`src/rtl/mul_pkg.sv`:
```
package mul_pkg;
  typedef enum logic [1:0] {
    MUL_LO  = 2'd0,
    MUL_HSS = 2'd1,
    MUL_HSU = 2'd2,
    MUL_HUU = 2'd3
  } mul_op_e;
endpackage

```
`src/rtl/mul_operand_prep.sv`:
```
module mul_operand_prep #(
  parameter int XLEN = 64
) (
  input  logic [1:0]      op_i,
  input  logic            word_i,
  input  logic [XLEN-1:0] a_i,
  input  logic [XLEN-1:0] b_i,
  output logic [XLEN-1:0] a_ext_o,
  output logic [XLEN-1:0] b_ext_o
);
  import mul_pkg::*;
  localparam int HALF = XLEN / 2;

  logic a_sx, b_sx;
  assign a_sx = (op_i != MUL_HUU);
  assign b_sx = (op_i == MUL_HSS) || (op_i == MUL_LO);

  always_comb begin
    if (word_i) begin
      a_ext_o = {{HALF{a_sx & a_i[HALF-1]}}, a_i[HALF-1:0]};
      b_ext_o = {{HALF{b_sx & b_i[HALF-1]}}, b_i[HALF-1:0]};
    end else begin
      a_ext_o = a_i;
      b_ext_o = b_i;
    end
  end
endmodule

```
`src/rtl/mul_iter_core.sv`:
```
module mul_iter_core #(
  parameter int XLEN = 64
) (
  input  logic              clk_i,
  input  logic              rst_ni,
  input  logic              start_i,
  input  logic [XLEN-1:0]   a_i,
  input  logic [XLEN-1:0]   b_i,
  output logic              fin_o,
  output logic [2*XLEN-1:0] prod_o
);
  localparam int CW = $clog2(XLEN + 1);

  logic [XLEN-1:0] mcand_q, hi_q, lo_q;
  logic [CW-1:0]   cnt_q;
  logic            run_q, fin_q;
  logic [XLEN:0]   sum;

  assign sum = {1'b0, hi_q} + (lo_q[0] ? {1'b0, mcand_q} : '0);

  always_ff @(posedge clk_i or negedge rst_ni) begin
    if (!rst_ni) begin
      mcand_q <= '0;
      hi_q    <= '0;
      lo_q    <= '0;
      cnt_q   <= '0;
      run_q   <= 1'b0;
      fin_q   <= 1'b0;
    end else begin
      fin_q <= 1'b0;
      if (start_i) begin
        mcand_q <= a_i;
        lo_q    <= b_i;
        hi_q    <= '0;
        cnt_q   <= CW'(XLEN);
        run_q   <= 1'b1;
      end else if (run_q) begin
        hi_q  <= sum[XLEN:1];
        lo_q  <= {sum[0], lo_q[XLEN-1:1]};
        cnt_q <= cnt_q - 1'b1;
        if (cnt_q == CW'(1)) begin
          run_q <= 1'b0;
          fin_q <= 1'b1;
        end
      end
    end
  end

  assign fin_o  = fin_q;
  assign prod_o = {hi_q, lo_q};

  a_r9_cnt_live: assert property (@(posedge clk_i) disable iff (!rst_ni)
    run_q |-> (cnt_q != '0 && cnt_q <= CW'(XLEN)));
  a_r9_fin_after_run: assert property (@(posedge clk_i) disable iff (!rst_ni)
    fin_q |-> !run_q);
endmodule

```
`src/rtl/mul_result_fix.sv`:
```
module mul_result_fix #(
  parameter int XLEN = 64
) (
  input  logic [1:0]        op_i,
  input  logic              word_i,
  input  logic [XLEN-1:0]   a_i,
  input  logic [XLEN-1:0]   b_i,
  input  logic [2*XLEN-1:0] prod_i,
  output logic [XLEN-1:0]   res_o
);
  import mul_pkg::*;
  localparam int HALF = XLEN / 2;

  logic [XLEN-1:0] hi_u, corr_a, corr_b, hi_fix;

  assign hi_u   = prod_i[2*XLEN-1:XLEN];
  // unsigned high half minus the weight each negative signed operand added
  assign corr_a = ((op_i == MUL_HSS || op_i == MUL_HSU) && a_i[XLEN-1]) ? b_i : '0;
  assign corr_b = ((op_i == MUL_HSS) && b_i[XLEN-1]) ? a_i : '0;
  assign hi_fix = hi_u - corr_a - corr_b;

  always_comb begin
    if (word_i) begin
      if (op_i == MUL_LO) res_o = {{HALF{prod_i[HALF-1]}}, prod_i[HALF-1:0]};
      else                res_o = {{HALF{prod_i[XLEN-1]}}, prod_i[XLEN-1:HALF]};
    end else begin
      if (op_i == MUL_LO) res_o = prod_i[XLEN-1:0];
      else                res_o = hi_fix;
    end
  end
endmodule

```
`src/rtl/mul_unit.sv`:
```
module mul_unit #(
  parameter int XLEN = 64
) (
  input  logic            clk_i,
  input  logic            rst_ni,
  input  logic            valid_i,
  input  logic [1:0]      op_i,
  input  logic            word_i,
  input  logic [XLEN-1:0] a_i,
  input  logic [XLEN-1:0] b_i,
  output logic            busy_o,
  output logic            done_o,
  output logic            illegal_o,
  output logic [XLEN-1:0] result_o
);
  localparam int  HALF    = XLEN / 2;
  localparam bit  WORD_OK = (XLEN == 64);

  logic              busy_q, done_q, illegal_q, word_q;
  logic [1:0]        op_q;
  logic [XLEN-1:0]   a_q, b_q, res_q, a_ext, b_ext, res_d;
  logic              req, bad, accept, fin;
  logic [2*XLEN-1:0] prod;

  assign req    = valid_i && !busy_q;
  assign bad    = word_i && !WORD_OK;
  assign accept = req && !bad;

  mul_operand_prep #(.XLEN(XLEN)) u_prep (
    .op_i(op_i), .word_i(word_i), .a_i(a_i), .b_i(b_i),
    .a_ext_o(a_ext), .b_ext_o(b_ext)
  );

  mul_iter_core #(.XLEN(XLEN)) u_core (
    .clk_i(clk_i), .rst_ni(rst_ni), .start_i(accept),
    .a_i(a_ext), .b_i(b_ext), .fin_o(fin), .prod_o(prod)
  );

  mul_result_fix #(.XLEN(XLEN)) u_fix (
    .op_i(op_q), .word_i(word_q), .a_i(a_q), .b_i(b_q),
    .prod_i(prod), .res_o(res_d)
  );

  always_ff @(posedge clk_i or negedge rst_ni) begin
    if (!rst_ni) begin
      busy_q    <= 1'b0;
      done_q    <= 1'b0;
      illegal_q <= 1'b0;
      word_q    <= 1'b0;
      op_q      <= '0;
      a_q       <= '0;
      b_q       <= '0;
      res_q     <= '0;
    end else begin
      illegal_q <= req && bad;
      done_q    <= fin;
      if (accept) begin
        busy_q <= 1'b1;
        op_q   <= op_i;
        word_q <= word_i;
        a_q    <= a_ext;
        b_q    <= b_ext;
      end else if (done_q) begin
        busy_q <= 1'b0;
      end
      if (fin) res_q <= res_d;
    end
  end

  assign busy_o    = busy_q;
  assign done_o    = done_q;
  assign illegal_o = illegal_q;
  assign result_o  = res_q;

  a_r8_busy_on_accept: assert property (@(posedge clk_i) disable iff (!rst_ni)
    (valid_i && !busy_o && !bad) |=> busy_o);
  a_r8_done_inside_busy: assert property (@(posedge clk_i) disable iff (!rst_ni)
    done_o |-> busy_o);
  a_r9_done_single: assert property (@(posedge clk_i) disable iff (!rst_ni)
    done_o |=> !done_o);
  a_r9_done_from_core: assert property (@(posedge clk_i) disable iff (!rst_ni)
    done_o |-> $past(fin));
  a_r10_hold: assert property (@(posedge clk_i) disable iff (!rst_ni)
    !fin |=> $stable(result_o));
  a_r7_reject_idle: assert property (@(posedge clk_i) disable iff (!rst_ni)
    illegal_o |-> (!busy_o && !done_o));
  a_r6_word_sext: assert property (@(posedge clk_i) disable iff (!rst_ni)
    (done_o && word_q) |-> (result_o[XLEN-1:HALF] == {HALF{result_o[HALF-1]}}));
endmodule

```
`config.mk`:
```
export PLATFORM = sky130hd
export DESIGN_NAME = mul_unit
export DESIGN_NICKNAME = d
export VERILOG_FILES = /design/src/rtl/mul_pkg.sv /design/src/rtl/mul_operand_prep.sv /design/src/rtl/mul_iter_core.sv /design/src/rtl/mul_result_fix.sv /design/src/rtl/mul_unit.sv
export SDC_FILE = /design/constraint.sdc
export NUM_CORES = 1
export LEC_CHECK = 0
export BUFFER_PORTS_ARGS = -buffer_cell sky130_fd_sc_hd__buf_2
export CORE_AREA = 2 2 219 221
export DETAILED_ROUTE_END_ITERATION = 8
export DIE_AREA = 0 0 221 223
export PLACE_DENSITY = 0.82
export SYNTH_ARGS = -nofsm -noshare
export SYNTH_HDL_FRONTEND = slang
export SYNTH_HIERARCHICAL = 1
export SYNTH_SLANG_ARGS = --single-unit
```
`constraint.sdc`:
```
create_clock -name clk_i -period 5.5 [get_ports clk_i]
set_input_delay 0.55 -clock clk_i [delete_from_list [all_inputs] [get_ports clk_i]]
set_output_delay 0.55 -clock clk_i [all_outputs]
set_load 0.005 [all_outputs]
```
Word level (Yosys, flattened, before mapping):

Index checks and enable logic that the tools add are counted.

* register bits: 334
* input port bits: 134
* output and inout port bits: 67

* reduce and logical (&&, ||, !) cells: 10
* bitwise logic cells: 2
* mux-type cells: 22
* add/subtract/negate cells: 4
* eq/ne operators: 5

Operators by type and width (number)
* $mux 64: 12
* $sub 64x64->64: 2
* $add 64x65->65: 1
* $mux 7: 2
* $mux 1: 8
* $eq 7x1->1 const B: 1
* $sub 7x1->7 const B: 1
* $eq 2x1->1 const B: 2
* $logic_not 2->1: 2
* $reduce_bool 2->1: 2
* $logic_and 1x1->1: 3
* $and 1x1->1: 2
* $eq 2x2->1 const B: 1
* $logic_or 1x1->1: 2
* $ne 2x2->1 const B: 1
* $logic_not 1->1: 1

Logic depth before layout (Yosys ltp):

Gate-level depths: netlist (run 1).

* depth in word-level cells: 8
* gate-level depth with buffers: 21

By module:

Netlist (run 1), hierarchy kept.

By module, submodules not included
* mul_iter_core: area each 12503.2 um2, times used 1, cells each 1304
* mul_result_fix: area each 7713.6 um2, times used 1, cells each 1133
* mul_unit: area each 7694.9 um2, times used 1, cells each 419
* mul_operand_prep: area each 1458.9 um2, times used 1, cells each 212

Least setup slack after synthesis (run 1):

Ideal clock, no wire load.

* kind: register -> register
* from: reg op_q[1]
* to: reg res_q[18], in the netlist result_o[18]
* library setup time: 125 ps
* path buffers: 2
* arrival: 4590 ps
* setup slack: 785 ps
* stages on the path, launching flop included: 21
* period minus slack after synthesis: 4715 ps
* path through: dfrtp_1 > inv_1 > ha_1 > clkbuf_1 > clkbuf_1 > and3_1 > fa_1 > ha_1 > or2_2 > fa_1 > a21oi_1 > o22ai_1 > a221o_1 > a21oi_1 > and3b_1 > nor3_1 > or2_1 > xnor2_1 > o21ai_1 > mux2_2 > mux2_2

* cells in the longest elaborated chain, start to end: 8
* elaborated cells on any way between the ends: 13

RTL lines
* start, declared: line mul_unit.sv:20 `logic [1:0] op_q;`
* start signal, assigned: line mul_unit.sv:59 `op_q <= op_i;`
* $eq 2x1->1 / $eq 2x2->1 (equally long branches): line mul_result_fix.sv:18, mul_result_fix.sv:19
* $logic_or 1x1->1: line mul_result_fix.sv:18 `assign corr_a = ((op_i == MUL_HSS || op_i == MUL_HSU) && a_i[XLEN-1]) ? b_i : '0;`
* $logic_and 1x1->1: line mul_result_fix.sv:18
* $mux 64: line mul_result_fix.sv:18
* $sub 64x64->64 (2 in a row): line mul_result_fix.sv:20 `assign hi_fix = hi_u - corr_a - corr_b;`
* $mux 64: line mul_result_fix.sv:27 `if (op_i == MUL_LO) res_o = prod_i[XLEN-1:0];`
* $mux 64 (*): line mul_result_fix.sv:23 `if (word_i) begin`
* net res_d[18]: line mul_unit.sv:21 `logic [XLEN-1:0] a_q, b_q, res_q, a_ext, b_ext, res_d;`
* end signal, assigned: line mul_unit.sv:66 `if (fin) res_q <= res_d;`
* end, declared: line mul_unit.sv:21

The timed path passes the listed nets; every way through them passes the cells marked *.
A chain may end at the register's enable or synchronous reset.

Worst setup path in the final report (run 1):

* from: reg op_q[0]
* to: reg res_q[55], in the netlist result_o[55]

The elaborated chain is that of the path after synthesis.

==> results of run 1 <==
==> registers in the layout, summed over array words and instances (netlist names) <==
| register | cells |
|---|---|
| a_q | 64 |
| b_q | 64 |
| busy_o | 1 |
| done_o | 1 |
| op_q | 2 |
| result_o | 64 |
| u_core/cnt_q | 7 |
| u_core/fin_o | 1 |
| u_core/hi_q | 64 |
| u_core/lo_q | 64 |
| u_core/mcand_q | 64 |
| u_core/run_q | 1 |
| word_q | 1 |
==> tightest hold or removal path, stage by stage <==
cell	delay (ps)
buf_2	90
nand2_1	40
o21ai_0	50
==> layout by cell type (no fill, tap or decap), types with 29 or more instances in the layout <==
master	Yosys	layout
ha_1	133	132
a21oi_1	197	196
o22ai_2	30	30
nand4_1	43	43
xnor2_1	69	69
and2_1	72	72
xor2_1	51	51
mux2_2	203	203
a21o_1	80	80
mux2i_1	114	114
inv_1	274	274
nor2_1	123	123
buf_2	37	198
and3_1	118	118
fa_1	64	64
dfrtp_1	398	395
clkbuf_16	0	46
nand2_1	215	215
mux2_4	79	79
o21ai_0	193	193
o21ai_1	29	29
==> kinds of logic after synthesis <==
family / count (synthesis) / synth area share, %
fa+ha+maj: 197 / 10.03
compound gates: 699 / 15.40
other cells: 1 / 0.01277
xor+xnor: 120 / 3.578
mux: 396 / 15.71
flops: 398 / 33.91
buf+inv: 542 / 8.754
simple gates: 715 / 12.61
==> stage by stage <==
stage / worst slack, ps / util [%]
after floorplan: 785.4 / -
after global placement: 361.5 / 63.39
after detailed placement: 302.5 / 63.39
after CTS: 285.3 / 66.73
after global routing: 19.26 / 66.76
final: 297.8 / 66.77
==> layer usage <==
metal / vias to the layer above / share of wire [%] / wire, um / track usage [%]
met5: - / 0.029 / 25 / 0
met1: 11420 / 47 / 40520 / 53.26
met2: 1040 / 41 / 35770 / 49.58
met3: 167 / 8.2 / 7137 / 6.150
li1: 10610 / - / - / -
met4: 4 / 4.2 / 3649 / 13.36
==> synthesized netlist by cell type, drive strengths merged, types with 8 or more instances <==
cell type    n  area [um^2]
a211oi      16        130.1
a21o        80        600.6
a21oi      199         1003
a31oi       19        133.9
and2        73        459.2
and3       118        738.2
and4         8        70.07
buf        137         1051
clkbuf     131        491.7
dfrtp      398         9960
fa          64         1281
ha         133         1664
inv        274         1028
mux2       282         3472
mux2i      114         1141
nand2      216        818.3
nand2b       9        56.30
nand3       25        130.1
nand3b       8        72.57
nand4       44        281.5
nor2       124        468.0
nor2b       21        131.4
nor3        20        100.1
o211ai      13        107.6
o21a        14        105.1
o21ai      223         1120
o21bai      18        138.9
o22ai       35        406.6
o31a         8        70.07
o31ai       10        95.09
or3         13        86.33
xnor2       69        604.3
xor2        51        446.7
==> worst paths after layout <==
| check | end | slack, ps | cells past startpoint |
|---|---|---|---|
| max in group asynchronous | u_core/run_q | 3850 | 3 |
| worst min-delay path | u_core/lo_q[5] | 210 | 3 |
| worst max register to register | result_o[55] | 300 | 19 |
| worst min register to register | busy_o | 470 | 1 |
| worst max-delay path | result_o[55] | 300 | 19 |
| min in group asynchronous | u_core/mcand_q[11] | 460 | 2 |
==> timing repair <==
item,4_1_cts,5_1_grt
gates resized for setup,0,2
hold endpoints to repair,44,0
hold buffers,1,0
endpoints found under the setup margin,0,3
==> final cells by class <==
class / instances / share of cell area, %
Antenna cell: 5 / 0.03975
Clock buffer: 61 / 4.058
Clock inverter: 21 / 0.9062
Inverter: 274 / 3.267
Multi-Input combinational cell: 2128 / 53.56
Sequential cell: 398 / 31.66
Tap cell: 615 / 2.444
Timing Repair Buffer: 227 / 4.070
==> results_dict.tcl, run 1 <==
set metrics [dict create \
    path_clk_slew_ps 60 \
    htree_levels 2 \
    synthArstFlopShare_pct 100.0 \
    cp_max_fo 36 \
    wl_per_cell_um 23.36 \
    syn_area_per_cell_um2 9.573 \
    antenna_found_initial 7 \
    timing.fmax_ghz 0.1922 \
    post_cts_buffers 0 \
    worst_slew_margin_rel_pct 27.33 \
    multiInputGateArea_um2 16860 \
    gp_congestion 0.9430 \
    core_area_um2 47150 \
    finalCriticalPeriod_ps 5202 \
    synth_nets 3399 \
    io_buffers 199 \
    ys_ff_latch 398 \
    crit_path_start_kind "flip-flop" \
    hold_class "input pin to flip-flop" \
    cts_max_path_buffers 3 \
    tritoncts "built" \
    drive_gt1_share_pct 21.45 \
    fp.dieH_um 223 \
    insertion_delay_ps 590 \
    crit_chain "inv_1 -> ha_2 -> buf_4 -> buf_4 -> and3_1 -> fa_1 -> inv_1 -> ha_1 -> nand4_1 -> nor4_2 -> nor4b_1 -> o31ai_1 -> o211ai_2 -> a31oi_1 -> o31a_1 -> xnor2_1 -> mux2i_1 -> o21ai_1 -> mux2_2" \
    synthFlopType "dfrtp_1" \
    crit_type "flip-flop to flip-flop" \
    ant_nets 0 \
    finalSetupTns_ps 0 \
    worstSetupEndpointType "flip-flop" \
    worstPathRequired_ps 5970 \
    rsz0062_at_grt "false" \
    wirelength_mm 87.11 \
    numCtsBuffers 46 \
    dp_cells 3641 \
    finalInstanceArea_um2 31480 \
    crit_arrival_ps 5670 \
    fp.dieArea_um2 49280 \
    reg2reg_from "op_q[0]" \
    min_from "b_i[5]" \
    slew_viol_final 0 \
    setup_viol 0 \
    slowest_delay_ps 470 \
    worstSetupStartpoint "op_q[0]" \
    routed_via_density 6.234 \
    cts-root-buf "clkbuf_16" \
    place_area_um2 29880 \
    cpMaxStageDelayCell "fa_1" \
    drc_errors 0 \
    stdcell_count 3729 \
    finalHoldViolCount 0 \
    hpwl_mm 66.08 \
    grt_pass1_wl_mm 134.2 \
    outcome "finished, final reports clean" \
    nFillCells 3700 \
    syn_inst 3068 \
    ys_types 99 \
    nNetsFinal 3406 \
    cts_sinks 398 \
    vias 23250 \
    chipWidth_um 221 \
    period_share_pct 94.59 \
    drv_cap 0 \
    grt_pass1_vias 22380 \
    synth_warnings 6 \
    regArea_um2 9966 \
    io_pins 201 \
    area_delta_synth_final_pct 7.182 \
    path_delay_family "adder cells" \
    drt_iter0_markers 2838 \
    worst_clock_skew_ps 29.31 \
    worst_pin_slew_ps 1088 \
    fin_hold_ws_ps 207.2 \
    synth-edff-count 0 \
    cp_num_buf_inv 4 \
    grt.total_usage_pct 35.00 \
    row_count 80 \
    drt_pass1_iterations 6 \
    gr-total-overflow 0 \
    ys_seq_area_share_pct 33.91 \
    netlist_area_um2 29370 \
    start_util_pct 62.30 \
    grt_max_degree 152 \
]
Power of run 1 is left out: the tool's default activity adds up to more than one toggle a clock period on the data nets, which glitch-free logic cannot reach.
==> run 2: changes to the inputs <==
--- a/config.mk
+++ b/config.mk
@@ -6,10 +6,10 @@
 export NUM_CORES = 1
 export LEC_CHECK = 0
 export BUFFER_PORTS_ARGS = -buffer_cell sky130_fd_sc_hd__buf_2
-export CORE_AREA = 2 2 219 221
+export CORE_AREA = 2 2 230 232
 export DETAILED_ROUTE_END_ITERATION = 8
-export DIE_AREA = 0 0 221 223
-export PLACE_DENSITY = 0.82
+export DIE_AREA = 0 0 232 234
+export PLACE_DENSITY = 0.79
 export SYNTH_ARGS = -nofsm -noshare
 export SYNTH_HDL_FRONTEND = slang
 export SYNTH_HIERARCHICAL = 1
==> constraint.sdc (replaced) <==
create_clock -name clk_i -period 4.45 [get_ports clk_i]
set_input_delay 0.445 -clock clk_i [delete_from_list [all_inputs] [get_ports clk_i]]
set_output_delay 0.445 -clock clk_i [all_outputs]
set_load 0.005 [all_outputs]
==> results_dict.tcl, run 2 (synthesized netlist as in run 1, its figures left out) <==
set metrics [dict create \
    row_count 84 \
    drt_pass1_iterations 8 \
    worst_pin_slew_ps 1012 \
    fp.dieArea_um2 54290 \
    chipWidth_um 232 \
    ant_nets 0 \
    path_clk_slew_ps 70 \
    cts_max_path_buffers 3 \
    hold_class "input pin to flip-flop" \
    routed_via_density 6.006 \
    worst_slack_ps -81.87 \
    io_buffers 199 \
    worst_clock_skew_ps 23.67 \
    crit_path_start_kind "flip-flop" \
    slew_viol_final 0 \
    setup_viol 12 \
    area_delta_synth_final_pct 13.58 \
    core_area_um2 52020 \
    cp_max_fo 7 \
    layout_commonest_cell "dfrtp_1" \
    reg2reg_from "op_q[1]" \
    grt.total_usage_pct 32.60 \
    min_from "b_i[15]" \
    finalCriticalPeriod_ps 4532 \
    dp_cells 3860 \
    stdcell_count 3957 \
    wl_per_cell_um 22.57 \
    drive_gt1_share_pct 27.20 \
    rsz0062_at_grt "true" \
    grt_max_degree 174 \
    vias 23760 \
    gp_congestion 0.9682 \
    start_util_pct 56.46 \
    tritoncts "built" \
    insertion_delay_ps 610 \
    violations "setup timing" \
    nNetsFinal 3563 \
    wirelength_mm 89.31 \
    worstSetupEndpointType "flip-flop" \
    drc_errors 0 \
    finalHoldViolCount 0 \
    outcome "finished with violations" \
    antenna_found_initial 3 \
    drv_cap 0 \
    drt_iter0_markers 2817 \
    worst_slew_margin_rel_pct 32.53 \
    numCtsBuffers 46 \
    gr-total-overflow 0 \
    grt_pass1_vias 23100 \
    final_cell_mix "dfrtp_1 (395), inv_1 (272), nand2_1 (215)" \
    cts-root-buf "clkbuf_16" \
    io_pins 201 \
    grt_pass1_wl_mm 136.1 \
    timing.fmax_ghz 0.2207 \
    cts_sinks 398 \
    worstPathRequired_ps 4920 \
    crit_arrival_ps 5000 \
    fp.dieH_um 234 \
    hpwl_mm 68.04 \
    crit_type "flip-flop to flip-flop" \
    htree_levels 2 \
    period_share_pct 101.8 \
    worstSetupStartpoint "op_q[1]" \
]
==> run 2: changes by cell type in the layout (fill, tap and decap cells not counted), sizes merged <==
cell    delta
buf      +157
bufinv     +6
clkbuf     -6
diode      -4
inv        +2
==> run 2: worst max-delay path, stage by stage (launching register included) <==
cell and delay (ps):
dfrtp_1 410, inv_2 100, ha_2 220, and2_2 230, nand2_1 110, fa_1 460
ha_1 360, a211oi_4 240, nor2_1 110, buf_4 150, o311a_1 390, o31ai_2 280
o211ai_2 170, a31oi_1 200, buf_4 160, o31a_1 170, o21ai_1 100, xnor2_1 190
o21ai_1 70, mux2_2 280
==> run 2: layer usage <==
layer  GRT usage, %  vias up  share of wire [%]
met5              0        -                  0
met3          4.852      164                7.2
met4          11.66        0                3.8
met2          48.22      988                 43
li1               -    10890                  -
met1          48.53    11720                 46
==> run 2: final cells by class <==
cell class | count | area (um^2)
Clock inverter | 29 | 478.0
Antenna cell | 1 | 2.502
Fill cell | 4218 | 18670
Inverter | 274 | 1028
Clock buffer | 55 | 1256
Tap cell | 688 | 860.8
Multi-Input combinational cell | 2128 | 17270
Timing Repair Buffer | 384 | 2492
Sequential cell | 398 | 9966
==> run 2: worst paths after layout <==
path                            cells after the start  slack [ps]            endpoint
worst max-delay path                               19         -80        result_o[59]
min in group asynchronous                           2         520   u_core/mcand_q[8]
worst min register to register                      1         500  u_core/mcand_q[13]
worst max register to register                     19         -80        result_o[59]
max in group asynchronous                           3        2670              word_q
worst min-delay path                                3          70     u_core/lo_q[15]
==> run 2: through the flow <==
| step | hold slack (ps) | setup TNS (ps) | area, um^2 | setup WS, ps | utilization (%) |
|---|---|---|---|---|---|
| final | 73.14 | -493.6 | 33360 | -81.87 | 64.12 |
| after global routing | 71.66 | -4084 | 33360 | -259.0 | 64.12 |
| after CTS | 52.01 | -113.6 | 33130 | -84.37 | 63.68 |
| after detailed placement | 487.4 | -3091 | 31110 | -247.0 | 59.80 |
| after global placement | 481.5 | -1512 | 31110 | -223.6 | 59.80 |
| after floorplan | 149.4 | 0 | 29390 | 0.8651 | - |
==> run 2: timing repair <==
| item | CTS | global route |
|---|---|---|
| gates resized for setup | 43 | 38 |
| buffers inserted | 8 | 3 |
| setup endpoints to repair | 41 | 38 |
| hold buffers | 1 | 0 |
| hold endpoints to repair | 14 | 0 |
| pin swaps | 23 | 18 |
Power of run 2 is left out for the same reason.
